==> src/rtl/tt_sync_pkg.sv <==
package tt_sync_pkg;

  typedef enum logic [1:0] {
    MODE_INTER  = 2'b00,
    MODE_NI_313 = 2'b01,
    MODE_NI_312 = 2'b10,
    MODE_SCAN   = 2'b11
  } tt_mode_e;

  typedef enum logic [1:0] {
    PULSE_NONE,
    PULSE_LINE,
    PULSE_EQ,
    PULSE_BROAD
  } pulse_e;

endpackage

==> src/rtl/tt_line_timer.sv <==
module tt_line_timer #(
  parameter int TICKS_PER_LINE = 192,
  parameter int TK_W           = $clog2(TICKS_PER_LINE)
) (
  input  logic            clk,
  input  logic            rst_n,
  input  logic            tick_en,
  output logic [TK_W-1:0] tick_pos,
  output logic            half_end,
  output logic            line_end
);

  localparam logic [TK_W-1:0] LINE_LAST = TK_W'(TICKS_PER_LINE - 1);
  localparam logic [TK_W-1:0] HALF_LAST = TK_W'(TICKS_PER_LINE / 2 - 1);

  logic [TK_W-1:0] tick_q;
  logic [TK_W-1:0] tick_d;

  always_comb begin
    tick_d   = (tick_q == LINE_LAST) ? '0 : tick_q + TK_W'(1);
    line_end = tick_en && (tick_q == LINE_LAST);
    half_end = tick_en && ((tick_q == LINE_LAST) || (tick_q == HALF_LAST));
  end

  always_ff @(posedge clk or negedge rst_n) begin
    if (!rst_n) begin
      tick_q <= '0;
    end else if (tick_en) begin
      tick_q <= tick_d;
    end
  end

  assign tick_pos = tick_q;

endmodule

==> src/rtl/tt_field_seq.sv <==
module tt_field_seq #(
  parameter int FIELD_HALVES = 625,
  parameter int HC_W         = $clog2(FIELD_HALVES + 2),
  parameter int LN_W         = $clog2(FIELD_HALVES / 2 + 2)
) (
  input  logic            clk,
  input  logic            rst_n,
  input  logic            half_end,
  input  logic            line_end,
  input  logic            interlaced,
  input  logic            alt_long,
  output logic [HC_W-1:0] half_idx,
  output logic [LN_W-1:0] line_no,
  output logic            field_id
);

  localparam logic [HC_W-1:0] LAST_INTER = HC_W'(FIELD_HALVES - 1);
  localparam logic [HC_W-1:0] LAST_SHORT = HC_W'(FIELD_HALVES - 2);
  localparam logic [HC_W-1:0] LAST_LONG  = HC_W'(FIELD_HALVES);

  logic [HC_W-1:0] hc_q, hc_d, last_idx;
  logic [LN_W-1:0] ln_q, ln_d;
  logic            fld_q, fld_d;
  logic            wrap;

  always_comb begin
    if (interlaced)               last_idx = LAST_INTER;
    else if (alt_long && fld_q)   last_idx = LAST_LONG;
    else                          last_idx = LAST_SHORT;

    // non-interlaced fields may only close at a line end, which re-aligns
    // a field that was left starting mid-line by a mode change
    wrap = (hc_q >= last_idx) && (interlaced || line_end);

    if (wrap) begin
      hc_d  = '0;
      fld_d = ~fld_q;
      ln_d  = line_end ? LN_W'(1) : '0;
    end else begin
      hc_d  = hc_q + HC_W'(1);
      fld_d = fld_q;
      ln_d  = ln_q + LN_W'(line_end);
    end
  end

  always_ff @(posedge clk or negedge rst_n) begin
    if (!rst_n) begin
      hc_q  <= '0;
      ln_q  <= LN_W'(1);
      fld_q <= 1'b0;
    end else if (half_end) begin
      hc_q  <= hc_d;
      ln_q  <= ln_d;
      fld_q <= fld_d;
    end
  end

  assign half_idx = hc_q;
  assign line_no  = ln_q;
  assign field_id = fld_q;

endmodule

==> src/rtl/tt_pulse_dec.sv <==
module tt_pulse_dec
  import tt_sync_pkg::*;
#(
  parameter int TICKS_PER_LINE = 192,
  parameter int SYNC_W         = 14,
  parameter int EQ_W           = 7,
  parameter int BROAD_W        = 82,
  parameter int WIN_START      = 50,
  parameter int WIN_END        = 170,
  parameter int FIRST_LINE     = 42,
  parameter int LAST_LINE      = 291,
  parameter int BLANK_HALVES   = 5,
  parameter int TK_W           = 8,
  parameter int HC_W           = 10,
  parameter int LN_W           = 9
) (
  input  logic [TK_W-1:0] tick_pos,
  input  logic [HC_W-1:0] half_idx,
  input  logic [LN_W-1:0] line_no,
  output logic            csync_n,
  output logic            disp_active
);

  localparam logic [TK_W-1:0] HALF_C  = TK_W'(TICKS_PER_LINE / 2);
  localparam logic [TK_W-1:0] SYNC_C  = TK_W'(SYNC_W);
  localparam logic [TK_W-1:0] EQ_C    = TK_W'(EQ_W);
  localparam logic [TK_W-1:0] BROAD_C = TK_W'(BROAD_W);
  localparam logic [TK_W-1:0] WS_C    = TK_W'(WIN_START);
  localparam logic [TK_W-1:0] WE_C    = TK_W'(WIN_END);
  localparam logic [HC_W-1:0] EQ1_END = HC_W'(BLANK_HALVES);
  localparam logic [HC_W-1:0] BR_END  = HC_W'(2 * BLANK_HALVES);
  localparam logic [HC_W-1:0] EQ2_END = HC_W'(3 * BLANK_HALVES);
  localparam logic [LN_W-1:0] FL_C    = LN_W'(FIRST_LINE);
  localparam logic [LN_W-1:0] LL_C    = LN_W'(LAST_LINE);

  logic            second_half;
  logic [TK_W-1:0] sub_tick;
  pulse_e          kind;
  logic            sync_low;

  always_comb begin
    second_half = (tick_pos >= HALF_C);
    sub_tick    = second_half ? (tick_pos - HALF_C) : tick_pos;

    if (half_idx < EQ1_END)      kind = PULSE_EQ;
    else if (half_idx < BR_END)  kind = PULSE_BROAD;
    else if (half_idx < EQ2_END) kind = PULSE_EQ;
    else if (!second_half)       kind = PULSE_LINE;
    else                         kind = PULSE_NONE;

    case (kind)
      PULSE_EQ:    sync_low = (sub_tick < EQ_C);
      PULSE_BROAD: sync_low = (sub_tick < BROAD_C);
      PULSE_LINE:  sync_low = (sub_tick < SYNC_C);
      default:     sync_low = 1'b0;
    endcase

    csync_n     = ~sync_low;
    disp_active = (half_idx >= EQ2_END) &&
                  (line_no >= FL_C) && (line_no <= LL_C) &&
                  (tick_pos >= WS_C) && (tick_pos < WE_C);
  end

endmodule

==> src/rtl/tt_sync_gen.sv <==
module tt_sync_gen
  import tt_sync_pkg::*;
#(
  parameter int TICKS_PER_LINE = 192,
  parameter int SYNC_W         = 14,
  parameter int EQ_W           = 7,
  parameter int BROAD_W        = 82,
  parameter int WIN_START      = 50,
  parameter int WIN_END        = 170,
  parameter int FIRST_LINE     = 42,
  parameter int LAST_LINE      = 291,
  parameter int BLANK_HALVES   = 5,
  parameter int FIELD_HALVES   = 625,
  parameter int TK_W           = $clog2(TICKS_PER_LINE),
  parameter int LN_W           = $clog2(FIELD_HALVES / 2 + 2)
) (
  input  logic            clk,
  input  logic            rst_n,
  input  logic            tick_en,
  input  logic [1:0]      mode_sel,
  input  logic            flash_sub,
  input  logic            oe_disable,
  input  logic            oe_auto,
  input  logic            picture_on,
  output logic            csync_n,
  output logic            disp_active,
  output logic            odd_even,
  output logic            field_id,
  output logic [LN_W-1:0] line_no,
  output logic [TK_W-1:0] tick_pos
);

  localparam int HC_W = $clog2(FIELD_HALVES + 2);

  logic [1:0]      rst_sync_q;
  logic            rst_core_n;
  logic            half_end, line_end;
  logic            interlaced, alt_long;
  logic [HC_W-1:0] half_idx;
  tt_mode_e        mode_e;

  always_ff @(posedge clk or negedge rst_n) begin
    if (!rst_n) rst_sync_q <= '0;
    else        rst_sync_q <= {rst_sync_q[0], 1'b1};
  end
  assign rst_core_n = rst_sync_q[1];

  always_comb begin
    mode_e     = tt_mode_e'(mode_sel);
    interlaced = flash_sub || (mode_e == MODE_INTER) || (mode_e == MODE_SCAN);
    alt_long   = (mode_e == MODE_NI_313);
    odd_even   = field_id && !oe_disable && !(oe_auto && picture_on);
  end

  tt_line_timer #(
    .TICKS_PER_LINE(TICKS_PER_LINE),
    .TK_W          (TK_W)
  ) u_timer (
    .clk     (clk),
    .rst_n   (rst_core_n),
    .tick_en (tick_en),
    .tick_pos(tick_pos),
    .half_end(half_end),
    .line_end(line_end)
  );

  tt_field_seq #(
    .FIELD_HALVES(FIELD_HALVES),
    .HC_W        (HC_W),
    .LN_W        (LN_W)
  ) u_field (
    .clk       (clk),
    .rst_n     (rst_core_n),
    .half_end  (half_end),
    .line_end  (line_end),
    .interlaced(interlaced),
    .alt_long  (alt_long),
    .half_idx  (half_idx),
    .line_no   (line_no),
    .field_id  (field_id)
  );

  tt_pulse_dec #(
    .TICKS_PER_LINE(TICKS_PER_LINE),
    .SYNC_W        (SYNC_W),
    .EQ_W          (EQ_W),
    .BROAD_W       (BROAD_W),
    .WIN_START     (WIN_START),
    .WIN_END       (WIN_END),
    .FIRST_LINE    (FIRST_LINE),
    .LAST_LINE     (LAST_LINE),
    .BLANK_HALVES  (BLANK_HALVES),
    .TK_W          (TK_W),
    .HC_W          (HC_W),
    .LN_W          (LN_W)
  ) u_dec (
    .tick_pos   (tick_pos),
    .half_idx   (half_idx),
    .line_no    (line_no),
    .csync_n    (csync_n),
    .disp_active(disp_active)
  );

endmodule

==> config.mk <==
export PLATFORM = sky130hd
export DESIGN_NAME = tt_sync_gen
export DESIGN_NICKNAME = d
export VERILOG_FILES = /design/src/rtl/tt_sync_pkg.sv /design/src/rtl/tt_line_timer.sv /design/src/rtl/tt_field_seq.sv /design/src/rtl/tt_pulse_dec.sv /design/src/rtl/tt_sync_gen.sv
export SDC_FILE = /design/constraint.sdc
export NUM_CORES = 1
export LEC_CHECK = 0
export BUFFER_PORTS_ARGS = -buffer_cell sky130_fd_sc_hd__buf_2
export CAP_MARGIN = 20
export CORE_ASPECT_RATIO = 1.25
export CORE_MARGIN = 3
export CORE_UTILIZATION = 56
export CTS_CLUSTER_DIAMETER = 150
export DETAILED_ROUTE_END_ITERATION = 8
export PLACE_DENSITY = 0.79
export SYNTH_ARGS = -nofsm -noshare
export SYNTH_HDL_FRONTEND = slang
export SYNTH_SLANG_ARGS = --single-unit
==> constraint.sdc <==
create_clock -name clk -period 2 [get_ports clk]
set_input_delay 0 -clock clk [delete_from_list [all_inputs] [get_ports clk]]
set_output_delay 0 -clock clk [all_outputs]
set_load 0.02 [all_outputs]
==> results.md <==
* Sw power at 0.8848 mW
* Placed insts at 290
* CTS buffer count at 5
* Worst setup path startpoint: u_timer.tick_pos[6]
* Reg2reg path depth at 8
* Met3 wire length at 179 microns
* Final period util at 100.3%
* Synth Net Count at 236
* Initial Utilization at 59.33%
* Final hold vios at 0
* Ports at 30
* CTS tree: done
* CTS clk-pin slew, worst paths at 70 ps
* Switching share of power at 38.54%
* Async SR Flop Fraction at 100.0%
* CP delay by family, top: simple AND/OR/NAND/NOR gates
* Worst setup margin at -6.617 ps
* H-tree depth at 2
* Mux share of post-synthesis cell area at 1.751%
* Worst Path Max Fanout at 4
* Int Power at 1.411 mW
* RR Endpoint: u_field.line_no[8]
* Maximum clock insertion buffer count at 2
* WHS at 41.56 ps
* DIE WIDTH at 58.50 microns
* Clk root buf: clkbuf_8
* Most frequent CP cell: buf_6
* Combinational share of power at 45.2%
* Nets at 291
* Area growth, synth to finish at 33.07%
* Vias at 1791
* Ranking of synthesized cells by area: dfrtp_1 (38%), ha_1 (7.8%), nor2_1 (6.6%)
* Ant. Diodes at 0
* Top routing layer in use: met4
* Most frequent cell after synthesis: nor2_1
* Met1 wire length at 1894 microns
* Routability Congestion at 0.8776
* Synth area leader: dfrtp_1
* Max Slew Vio Count at 0
* Failing checks: negative setup slack
* Synth Instances at 215
* Chip height at 71.63 microns
* Fin Setup TNS at -6.617 ps
* Slowest CP cell: dfrtp_2
* Cell Chain, Critical Path: nand3b_1 -> buf_6 -> a211oi_4 -> buf_6 -> nand4_4 -> nor3_2 -> xnor2_1 -> nor2_1
* Yosys warns at 0
* Number of cell rows at 23
* Total track usage at 23.72%
* Drt pass-1 iters at 4
* Adder-Cell Fraction of Synth Area at 7.782%
* Synth top cells by count: nor2_1 (34), dfrtp_1 (29), nand2_1 (24)
* Critical path startpoint category: register
* CORE AREA at 3252 sq um
* Number of global-route vias before repair at 1690
* CP endpoint kind: register
* Hold WC Path Type: primary input to async pin
* Ys flop type: dfrtp_1
* Post-route ant nets at 0
* Critical path endpoint: u_field.line_no[8]
* CTS Sinks at 30
* Critical Path AT at 2180 ps
* Sequential share of power at 32.8%
* Largest net degree at the start of global routing at 29
* Highest ir drop seen on vdd at 1.012 mV
* Syn_area_per_cell at 8.974 sq um
* Worst path max stage delay at 420 ps
* Wire length on met2 at 2753 microns
* Initial drt markers at 72
* Share of the synthesized area in the top cell type at 37.61%
* Layout cells sized above 1 at 37.27%
* Clk_skew at 7.715 ps
* Post-synth EDFFs at 0
* Synth Area in XOR/XNOR at 9.987%
* Static Leak at 1.208 nW
* Unrepaired setup endpoints after global routing: yes
* Synthesized flop and latch total at 30
* Stages on the worst setup path at 8
* Worst skew pair latency at 280 ps
* Largest family of logic cells by synthesized area: simple AND/OR/NAND/NOR gates
* Register area share after synthesis at 38.98%
* CP bufs+invs at 2
* Via/cell ratio at 5.815
* Full die area at 4190 sq um
* Total Wirelength at 4935 microns
* Pwr dens at 894.2 nW/um^2
* CP Class: register to register
* Reg2reg start: u_timer.tick_pos[6]
* DR WL/cell at 16.02 microns
* R2R setup slack at -7 ps
* Synth unique cells at 44
* Max-Cap Viols at 0
* Cell Area, Synth at 1929 sq um
* DRC violations left at 0
* Compound-Gate Fraction of Synth Area at 13.75%
* Critical Path RT at 2170 ps
* First-pass GRT wire length at 7707 microns
* Final min period at 2007 ps
* Status: finished with violations
* Tot Pwr at 2.296 mW
* # port buffers at 29
* Clock share of power at 21.9%
* Placed wire-length estimate at 3323 microns
* Synth Area in Simple Gates at 24.12%
* Final Non-Filler Cells at 308
* Total gr overflow at 0
* F_max at 498.4 MHz
* Final Core Density at 78.95%
* Initial antenna violation count at 0
* Final setup viols at 1
sequential cells by signal, indices dropped and copies added (netlist names):
register / flops
u_field.half_idx: 10
u_field.line_no: 9
u_timer.tick_pos: 8
rst_sync_q: 2
u_field.field_id: 1
per-layer routing:
metal  track usage, %  vias to the layer above
li1                 -                      862
met3            5.045                       12
met5                0                        -
met1            25.55                      876
met4            7.216                        0
met2            44.84                       41
cell type report:
type | instances | area, sq um
Sequential cell | 30 | 757.0
Fill cell | 222 | 684.4
Inverter | 7 | 26.28
Timing Repair Buffer | 56 | 375.4
Tap cell | 37 | 46.29
Multi-Input combinational cell | 170 | 1272
Clock buffer | 8 | 90.09
cell usage in the layout (no fill, tap or decap), types with 4 or more instances in the layout:
| cell | instances |
|---|---|
| clkbuf_8 | 6 |
| xor2_1 | 10 |
| ha_1 | 7 |
| nand2_1 | 22 |
| dfrtp_1 | 25 |
| nor2_1 | 31 |
| buf_2 | 28 |
| inv_1 | 7 |
| buf_6 | 6 |
| xnor2_1 | 11 |
| nand2b_1 | 6 |
| nand3_1 | 7 |
| nand4_1 | 6 |
| dfrtp_2 | 4 |
| a21oi_1 | 7 |
| buf_4 | 21 |
power by group through the flow:
stage | logic (mW) | registers (mW) | clock network, mW
after floorplan | 0.478 | 0.853 | 0
after global placement | 0.852 | 0.744 | 0
after detailed placement | 0.872 | 0.748 | 0
after CTS | 0.966 | 0.747 | 0.511
after global routing | 1.12 | 0.763 | 0.533
final | 1.04 | 0.754 | 0.504
what timing repair did:
action	CTS	global route
setup endpoints to repair	3	20
pin swaps	9	21
hold endpoints to repair	2	0
hold buffers	1	0
resized for setup	14	24
buffers inserted	3	7
stage by stage:
stage | setup WS [ps] | instance area, sq um
2_1_floorplan | -60.52 | 1959
5_1_grt | -105.7 | 2567
3_3_place_gp | 57.96 | 2235
4_1_cts | -0.9492 | 2405
6_report | -6.617 | 2567
3_5_place_dp | -41.20 | 2235
logic make-up (layout without fill, tap and decap cells):
group,count (synthesis),after routing
multiplexers,3,3
buffers and inverters,15,71
XOR/XNOR,22,22
other,1,1
flip-flops,30,30
AO/OA/AOI/OAI,37,37
adder cells (fa/ha/maj),12,12
AND/OR/NAND/NOR,95,95
worst min-delay path by stage:
stage                          to  startpoint  slack [ps]
finish              rst_sync_q[0]       rst_n          40
global route        rst_sync_q[0]       rst_n          50
CTS                 rst_sync_q[1]       rst_n          30
detailed placement  rst_sync_q[1]       rst_n        -210
global placement    rst_sync_q[1]       rst_n        -210
floorplan           rst_sync_q[0]       rst_n        -300
No activity file was read; power rests on OpenSTA's default activity.
